### src/rtl/mdu_pkg.sv
package mdu_pkg;
  typedef enum logic [1:0] {
    OP_MUL  = 2'd0,
    OP_MULL = 2'd1,
    OP_MAC  = 2'd2,
    OP_DIV  = 2'd3
  } mduOp_e;

  typedef enum logic [1:0] {
    ST_IDLE = 2'd0,
    ST_RUN  = 2'd1,
    ST_FIN  = 2'd2
  } mduState_e;

  typedef struct packed {
    logic load;    // capture operands, clear partial result
    logic step;    // perform one bit iteration
    logic finish;  // apply the operation's final correction on this step
  } mduCtl_t;
endpackage

### src/rtl/mduCtrl.sv
module mduCtrl
  import mdu_pkg::*;
#(
  parameter int WIDTH = 32
) (
  input  logic    clk,
  input  logic    rstN,
  input  logic    start,
  output mduCtl_t ctl,
  output logic    busy,
  output logic    done
);
  localparam int CW = $clog2(WIDTH + 1);
  localparam logic [CW-1:0] LAST = CW'(WIDTH - 1);

  mduState_e stateQ;
  logic [CW-1:0] cntQ;
  logic lastStep;

  assign lastStep = (stateQ == ST_RUN) && (cntQ == LAST);

  always_ff @(posedge clk) begin
    if (!rstN) begin
      stateQ <= ST_IDLE;
      cntQ   <= '0;
    end else begin
      case (stateQ)
        ST_IDLE: if (start) begin
          stateQ <= ST_RUN;
          cntQ   <= '0;
        end
        ST_RUN: begin
          if (lastStep) stateQ <= ST_FIN;
          else          cntQ   <= cntQ + 1'b1;
        end
        default: stateQ <= ST_IDLE;
      endcase
    end
  end

  always_comb begin
    ctl.load   = (stateQ == ST_IDLE) && start;
    ctl.step   = (stateQ == ST_RUN);
    ctl.finish = lastStep;
    busy       = (stateQ != ST_IDLE);
    done       = (stateQ == ST_FIN);
  end
endmodule

### src/rtl/mduDatapath.sv
module mduDatapath
  import mdu_pkg::*;
#(
  parameter int WIDTH = 32
) (
  input  logic             clk,
  input  logic             rstN,
  input  mduCtl_t          ctl,
  input  logic [1:0]       opSel,
  input  logic [WIDTH-1:0] opA,
  input  logic [WIDTH-1:0] opB,
  input  logic [WIDTH-1:0] opC,
  output logic [WIDTH-1:0] resLo,
  output logic [WIDTH-1:0] resHi
);
  localparam int XW = WIDTH + 1;

  mduOp_e opQ, opIn;
  logic [WIDTH-1:0] hiQ, loQ, mcandQ, addQ;

  logic [XW-1:0]    mulSum, divShift, divDiff;
  logic             divFits;
  logic [WIDTH-1:0] stepHi, stepLo, nextHi, nextLo;

  assign opIn = mduOp_e'(opSel);

  // one bit of shift-add multiply or restoring divide
  always_comb begin
    mulSum   = {1'b0, hiQ} + (loQ[0] ? {1'b0, mcandQ} : '0);
    divShift = {hiQ, loQ[WIDTH-1]};
    divDiff  = divShift - {1'b0, mcandQ};
    divFits  = ~divDiff[XW-1];
    if (opQ == OP_DIV) begin
      stepHi = divFits ? divDiff[WIDTH-1:0] : divShift[WIDTH-1:0];
      stepLo = {loQ[WIDTH-2:0], divFits};
    end else begin
      stepHi = mulSum[XW-1:1];
      stepLo = {mulSum[0], loQ[WIDTH-1:1]};
    end
  end

  // final correction folded into the last iteration
  always_comb begin
    nextHi = stepHi;
    nextLo = stepLo;
    if (ctl.finish) begin
      case (opQ)
        OP_MUL: nextHi = '0;
        OP_MAC: begin
          nextHi = '0;
          nextLo = stepLo + addQ;
        end
        OP_DIV: if (mcandQ == '0) begin
          nextHi = '0;
          nextLo = '0;
        end
        default: ;
      endcase
    end
  end

  always_ff @(posedge clk) begin
    if (!rstN) begin
      opQ    <= OP_MUL;
      hiQ    <= '0;
      loQ    <= '0;
      mcandQ <= '0;
      addQ   <= '0;
    end else if (ctl.load) begin
      opQ    <= opIn;
      hiQ    <= '0;
      loQ    <= (opIn == OP_DIV) ? opA : opB;
      mcandQ <= (opIn == OP_DIV) ? opB : opA;
      addQ   <= opC;
    end else if (ctl.step) begin
      hiQ <= nextHi;
      loQ <= nextLo;
    end
  end

  assign resLo = loQ;
  assign resHi = hiQ;
endmodule

### src/rtl/mulDivUnit.sv
module mulDivUnit
  import mdu_pkg::*;
#(
  parameter int WIDTH = 32
) (
  input  logic             clk,
  input  logic             rstN,
  input  logic             start,
  input  logic [1:0]       opSel,
  input  logic [WIDTH-1:0] opA,
  input  logic [WIDTH-1:0] opB,
  input  logic [WIDTH-1:0] opC,
  output logic             busy,
  output logic             done,
  output logic [WIDTH-1:0] resLo,
  output logic [WIDTH-1:0] resHi
);
  mduCtl_t ctl;

  mduCtrl #(.WIDTH(WIDTH)) u_ctrl (
    .clk  (clk),
    .rstN (rstN),
    .start(start),
    .ctl  (ctl),
    .busy (busy),
    .done (done)
  );

  mduDatapath #(.WIDTH(WIDTH)) u_dp (
    .clk  (clk),
    .rstN (rstN),
    .ctl  (ctl),
    .opSel(opSel),
    .opA  (opA),
    .opB  (opB),
    .opC  (opC),
    .resLo(resLo),
    .resHi(resHi)
  );
endmodule

### config.mk
export PLATFORM = sky130hd
export DESIGN_NAME = mulDivUnit
export DESIGN_NICKNAME = d
export VERILOG_FILES = /design/src/rtl/mdu_pkg.sv /design/src/rtl/mduCtrl.sv /design/src/rtl/mduDatapath.sv /design/src/rtl/mulDivUnit.sv
export SDC_FILE = /design/constraint.sdc
export NUM_CORES = 1
export LEC_CHECK = 0
export ABC_AREA = 1
export BUFFER_PORTS_ARGS = -buffer_cell sky130_fd_sc_hd__clkbuf_2
export CELL_PAD_IN_SITES_DETAIL_PLACEMENT = 1
export CELL_PAD_IN_SITES_GLOBAL_PLACEMENT = 1
export CORE_MARGIN = 5
export CORE_UTILIZATION = 41
export CTS_CLUSTER_SIZE = 16
export DETAILED_ROUTE_END_ITERATION = 12
export PLACE_DENSITY_LB_ADDON = 0.1
export SLEW_MARGIN = 20
export SYNTH_ARGS = -nofsm -noshare
export SYNTH_HDL_FRONTEND = slang
export SYNTH_HIERARCHICAL = 1
export SYNTH_SLANG_ARGS = --single-unit
### constraint.sdc
create_clock -name clk -period 4.4 [get_ports clk]
set_input_delay 0.66 -clock clk [delete_from_list [all_inputs] [get_ports clk]]
set_output_delay 0.66 -clock clk [all_outputs]
set_load 0.01 [all_outputs]
* Word-level counts from Yosys, hierarchy flattened *
Cells that the tools add are included.

cells by class
  reduce and logical (&&, ||, !) cells = 12
  $add $sub $neg = 4
  equality and inequality tests = 9
  bitwise logic cells = 2
  mux-type cells = 20

operator list
  kind                                           count
  2-to-1 mux 32 bit                              12
  one-hot mux 32 bit (2 select lines)            2
  adder 32 x 33 -> 33 bit                        1
  subtractor 33 x 32 -> 33 bit                   1
  adder 32 bit                                   1
  zero test 32 bit                               1
  2-to-1 mux 6 bit                               2
  one-hot mux 6 bit (2 select lines)             1
  == test 2 bit, second input constant           4
  adder 6 x 1 -> 6 bit, second input constant    1
  == test 6 x 5 -> 1 bit, second input constant  1
  nonzero test 2 bit                             3
  zero test 2 bit                                2
  2-to-1 mux 2 bit                               2
  != test 2 bit, second input constant           2
  one-hot mux 2 bit (2 select lines)             1
  OR reduction 2 bit                             2
  AND reduction 3 bit                            1
  == test 2 x 1 -> 1 bit, second input constant  1
  logical AND 1 bit                              2
  != test 2 x 1 -> 1 bit, second input constant  1
  inverter 1 bit                                 2
  AND reduction 2 bit                            1

storage, ports and cells
  register bits after elaboration = 138
  logic and storage cells = 54

* Depth between registers and ports, before layout *
  word-level depth = 8
  depth in mapped cells = 30

* Cells and area by module *
The synthesis kept the hierarchy.

by module, submodules not included
  module       instances  cells an instance  seq. area each (um^2)  area each (um^2)
  mduDatapath  1          2,492              2,602.5                13,893.3
  mduCtrl      1          64                 160.2                  432.9

* Worst setup path after synthesis *
No wires, ideal clock.

  path kind = register -> register
  start point = register u_dp.loQ[31], in the netlist u_dp/resLo[31]
  end point = register u_dp.loQ[16], in the netlist u_dp/resLo[16]
  library setup time = 0.070 ns
  setup slack = 0.711 ns
  required time = 4.330 ns
  arrival time = 3.619 ns
  path buffers = 0
  period minus slack after synthesis = 3.689 ns
  stages on the path, launching flop included = 30
  cell sequence = dfxtp_1 -> inv_1 -> ha_1 -> inv_1 -> fa_1 -> nand3_1 -> nand3_2 -> nand2_1 -> nand2_2 -> nand2_1 -> nand2_2 -> nand2_4 -> nand3_2 -> nand3_1 -> o21ai_0 -> ha_1 -> fa_1 -> nand3_1 -> nand3_1 -> nand2_1 -> nand2_1 -> nand2_1 -> nand2_1 -> nand2_1 -> nand2_1 -> nand2_1 -> nand2_1 -> o21ai_0 -> nand2_1 -> a21oi_1

on the way
  cells in the longest elaborated chain, start to end = 8

RTL lines
  item                                 line               source
  start, declared                      mduDatapath.sv:19  logic [WIDTH-1:0] hiQ, loQ, mcandQ, addQ;
  start signal, assigned               mduDatapath.sv:72  loQ <= (opIn == OP_DIV) ? opA : opB;
  start signal, assigned               mduDatapath.sv:77  loQ <= nextLo;
  subtractor 33 x 32 -> 33 bit         mduDatapath.sv:31  divDiff = divShift - {1'b0, mcandQ};
  inverter 1 bit                       mduDatapath.sv:32  divFits = ~divDiff[XW-1];
  2-to-1 mux 32 bit                    mduDatapath.sv:33  if (opQ == OP_DIV) begin
  adder 32 bit                         mduDatapath.sv:51  nextLo = stepLo + addQ;
  one-hot mux 32 bit (2 select lines)  mduDatapath.sv:47  case (opQ)
  2-to-1 mux 32 bit                    mduDatapath.sv:46  if (ctl.finish) begin
  2-to-1 mux 32 bit                    mduDatapath.sv:75  end else if (ctl.step) begin
  2-to-1 mux 32 bit                    mduDatapath.sv:69  end else if (ctl.load) begin

Every way passes these cells. The select of a mux whose other input is x is not followed.
A chain may end at the register's enable or synchronous reset.

* Final worst setup path *
  start point = register u_dp.loQ[31], in the netlist u_dp/resLo[31]
  end point = register u_dp.loQ[18], in the netlist u_dp/resLo[18]

Same word-level chain as after synthesis.

==> reports/results.ini <==
[setup_path]
crit_top_cell = nand2_1
worstSetupEndpoint = u_dp/resLo[18]
reg2reg_slack_ns = 0.26
crit_path_end_kind = register
critical_path.max_fanout = 7
crit-reg2reg-launch = u_dp/resLo[31]
critPathLaunch = u_dp/resLo[31]
max_stage_delay_ns = 0.38
slowest_stage = fa_2
reg2regPathDepth = 30
worstPathRequired_ns = 4.74
crit_type = reg2reg
regToRegEndpoint = u_dp/resLo[18]
critical_path_arrival_ns = 4.48
start_kind = register

[synth]
synth_edf_count = 0
synthCells = 2556
netlist.area_leader.share = 0.2130
ys_seq_elements = 138
synth_warnings = 6
syn_nets = 2756
synth_cell_types = 44
ys_seq_area_frac = 0.1928
syn_area_per_cell_sq_um = 5.605
netlist_area_sq_um = 14330
synthArstFlopShare = 0
synth_ff_type = dfxtp_1
synth_area_leader_cell = nand2_1
yosys-top-cells-area = nand2_1, dfxtp_1, a21oi_1

[sta]
fin_crit_sh = 0.9407
finalWorstSetupSlack_ns = 0.2610
post-route-min-period_ns = 4.139
hold_violations = 0
setup_viol = 0
final_max_slew_viol_count = 0
slew_headroom = 0.4148
worst_pin_slew_ns = 0.8746
fin_worst_skew_ns = 0.01269
tns_ns = 0
fmax_mhz = 241.6

[pwr]
ir_drop_mv = 0.2436
leakage_nw = 8.356
powerDensity_nw_per_um2 = 263.9
finalPower_mw = 4.331

[routing]
routed_wl_um = 68190
vias_per_cell = 5.723
vias = 18137
drtIter0Drc = 1377
ant_nets = 0
drc = 0
first_pass_iters = 5
routedWlPerCell_um = 21.52

[layout]
num_antenna_cells = 0
area_growth_pct = 14.56
drive_gt1_frac = 0.1116
final_common_cell = nand2_1
fin_area_sq_um = 16410
final_cell_mix = nand2_1, inv_1, nor2_1, a21oi_1, nand3_1
nets = 2901

[floorplan]
start_util = 0.4147
die_w_um = 196.9
design.core.area_sq_um = 34540
rows = 68
fp.dieH_um = 196.9
num_io_pins = 167
die_area_sq_um = 38780

[clocking]
clock_latency_ns = 0.46
clock-sinks = 138
cts.clk_slew.worst_paths_ns = 0.07
cts_root_buffer = clkbuf_16
htreeDepth = 4
cts_buffers = 17
cts_tree = yes
cts_buffer_depth = 2

[global_route]
grt_max_degree = 62
grt-ovfl-total = 0
grt_antenna_before_repair = 0
grt.total_usage = 0.3393
grt_pass1_wl_um = 103300
grt_pass1_vias = 18377

[status]
status = finished clean

[run]
drv_cap = 0

[placed_design]
place_ws_ns = 0.1693
gp_congestion = 0.9923
dpl_cell_area_sq_um = 15780
dp_hpwl_um = 55230
portBuffers = 166

[worst_hold_path]
hold_path_class = in2reg

==> layout make-up <==
type,count,area (sq um)
well taps,455,569.3
clock inverters,14,173.9
inverters,318,1194
fillers,5017,18130
clock buffers,18,439.2
flip-flops and latches,138,2763
multi-input cells,2009,10010
repair buffers,217,1264
==> timing repair <==
item	4_1_cts	5_1_grt
setup buffers	0	0
gates resized for setup	0	5
setup endpoints to repair	0	10
hold buffers	0	0
==> registers in the layout, indices dropped and copies added (netlist names) <==
| register | flops |
|---|---|
| u_dp/resLo | 32 |
| u_dp/opQ | 2 |
| u_ctrl/stateQ | 2 |
| u_ctrl/cntQ | 6 |
| u_dp/resHi | 32 |
| u_dp/addQ | 32 |
| u_dp/mcandQ | 32 |
==> critical path, delay by kind of cell (launching register included) <==
| kind | cells | cell delay, ns |
|---|---|---|
| AND/OR/NAND/NOR | 20 | 1.98 |
| adder cells (fa/ha/maj) | 4 | 1.01 |
| AO/OA/AOI/OAI | 3 | 0.52 |
| flip-flops | 1 | 0.31 |
| buffers and inverters | 3 | 0.21 |
==> cells in the mapped netlist, types with 2 or more instances <==
| cell type | n |
|---|---|
| nand2_1 | 813 |
| inv_1 | 314 |
| nor2_1 | 250 |
| a21oi_1 | 249 |
| nand3_1 | 195 |
| o21ai_0 | 182 |
| dfxtp_1 | 138 |
| ha_1 | 96 |
| clkbuf_1 | 71 |
| nand4_1 | 34 |
| nor3_1 | 21 |
| o32ai_1 | 16 |
| nand3b_1 | 15 |
| o22ai_1 | 15 |
| a31oi_1 | 13 |
| o211ai_1 | 12 |
| buf_1 | 10 |
| o21bai_1 | 10 |
| xnor2_1 | 10 |
| xor2_1 | 10 |
| or2_2 | 9 |
| a21o_1 | 8 |
| nand2_2 | 8 |
| nor4_1 | 7 |
| nand2_4 | 6 |
| buf_2 | 5 |
| nor2_2 | 5 |
| inv_2 | 4 |
| nand3_2 | 4 |
| o21ai_1 | 4 |
| a21oi_2 | 3 |
| buf_6 | 3 |
| fa_1 | 3 |
| o21a_1 | 2 |
| o2bb2ai_1 | 2 |
==> power breakdown <==
| part | leakage [nW] | switching [mW] | internal [mW] |
|---|---|---|---|
| Sequential | 1.13 | 0.0885 | 1.33 |
| Clock | 0.288 | 0.641 | 0.907 |
| Combinational | 6.94 | 0.941 | 0.425 |
| Total | 8.36 | 1.67 | 2.66 |
==> metrics by stage <==
stage,hold WS (ns),instances,utilization
floorplan,0.4453,2556,-
global placement,0.4584,3137,0.4569
detailed placement,0.4633,3137,0.4569
CTS,0.4160,3169,0.4747
global route,0.4273,3169,0.4751
finish,0.4306,3169,0.4751
==> logic make-up after synthesis <==
kind of cell | after synthesis | synth area share
AND/OR/NAND/NOR | 1369 | 0.3987
AO/OA/AOI/OAI | 521 | 0.1980
buffers and inverters | 409 | 0.1102
flip-flops | 138 | 0.1928
adder cells (fa/ha/maj) | 99 | 0.08803
XOR/XNOR | 20 | 0.01223
==> worst min path at each step <==
stage | cells past startpoint | slack [ns] | from | endpoint
6_report | 3 | 0.43 | opC[4] | u_dp/addQ[4]
3_5_place_dp | 2 | 0.46 | u_dp/addQ[11] | u_dp/addQ[11]
5_1_grt | 3 | 0.43 | opC[6] | u_dp/addQ[6]
2_1_floorplan | 2 | 0.45 | u_dp/addQ[0] | u_dp/addQ[0]
4_1_cts | 3 | 0.42 | opC[12] | u_dp/addQ[12]
3_3_place_gp | 2 | 0.46 | u_dp/addQ[11] | u_dp/addQ[11]
==> routing by layer <==
layer  global-route usage  wire length [um]  up-vias
met5                    0                 0        -
met2               0.6084             33870      494
met4               0.1569              3230        0
met3              0.03744              2533      156
li1                     -                 -     8637
met1               0.4059             28550     8850
(Power assumes the default switching activity.)
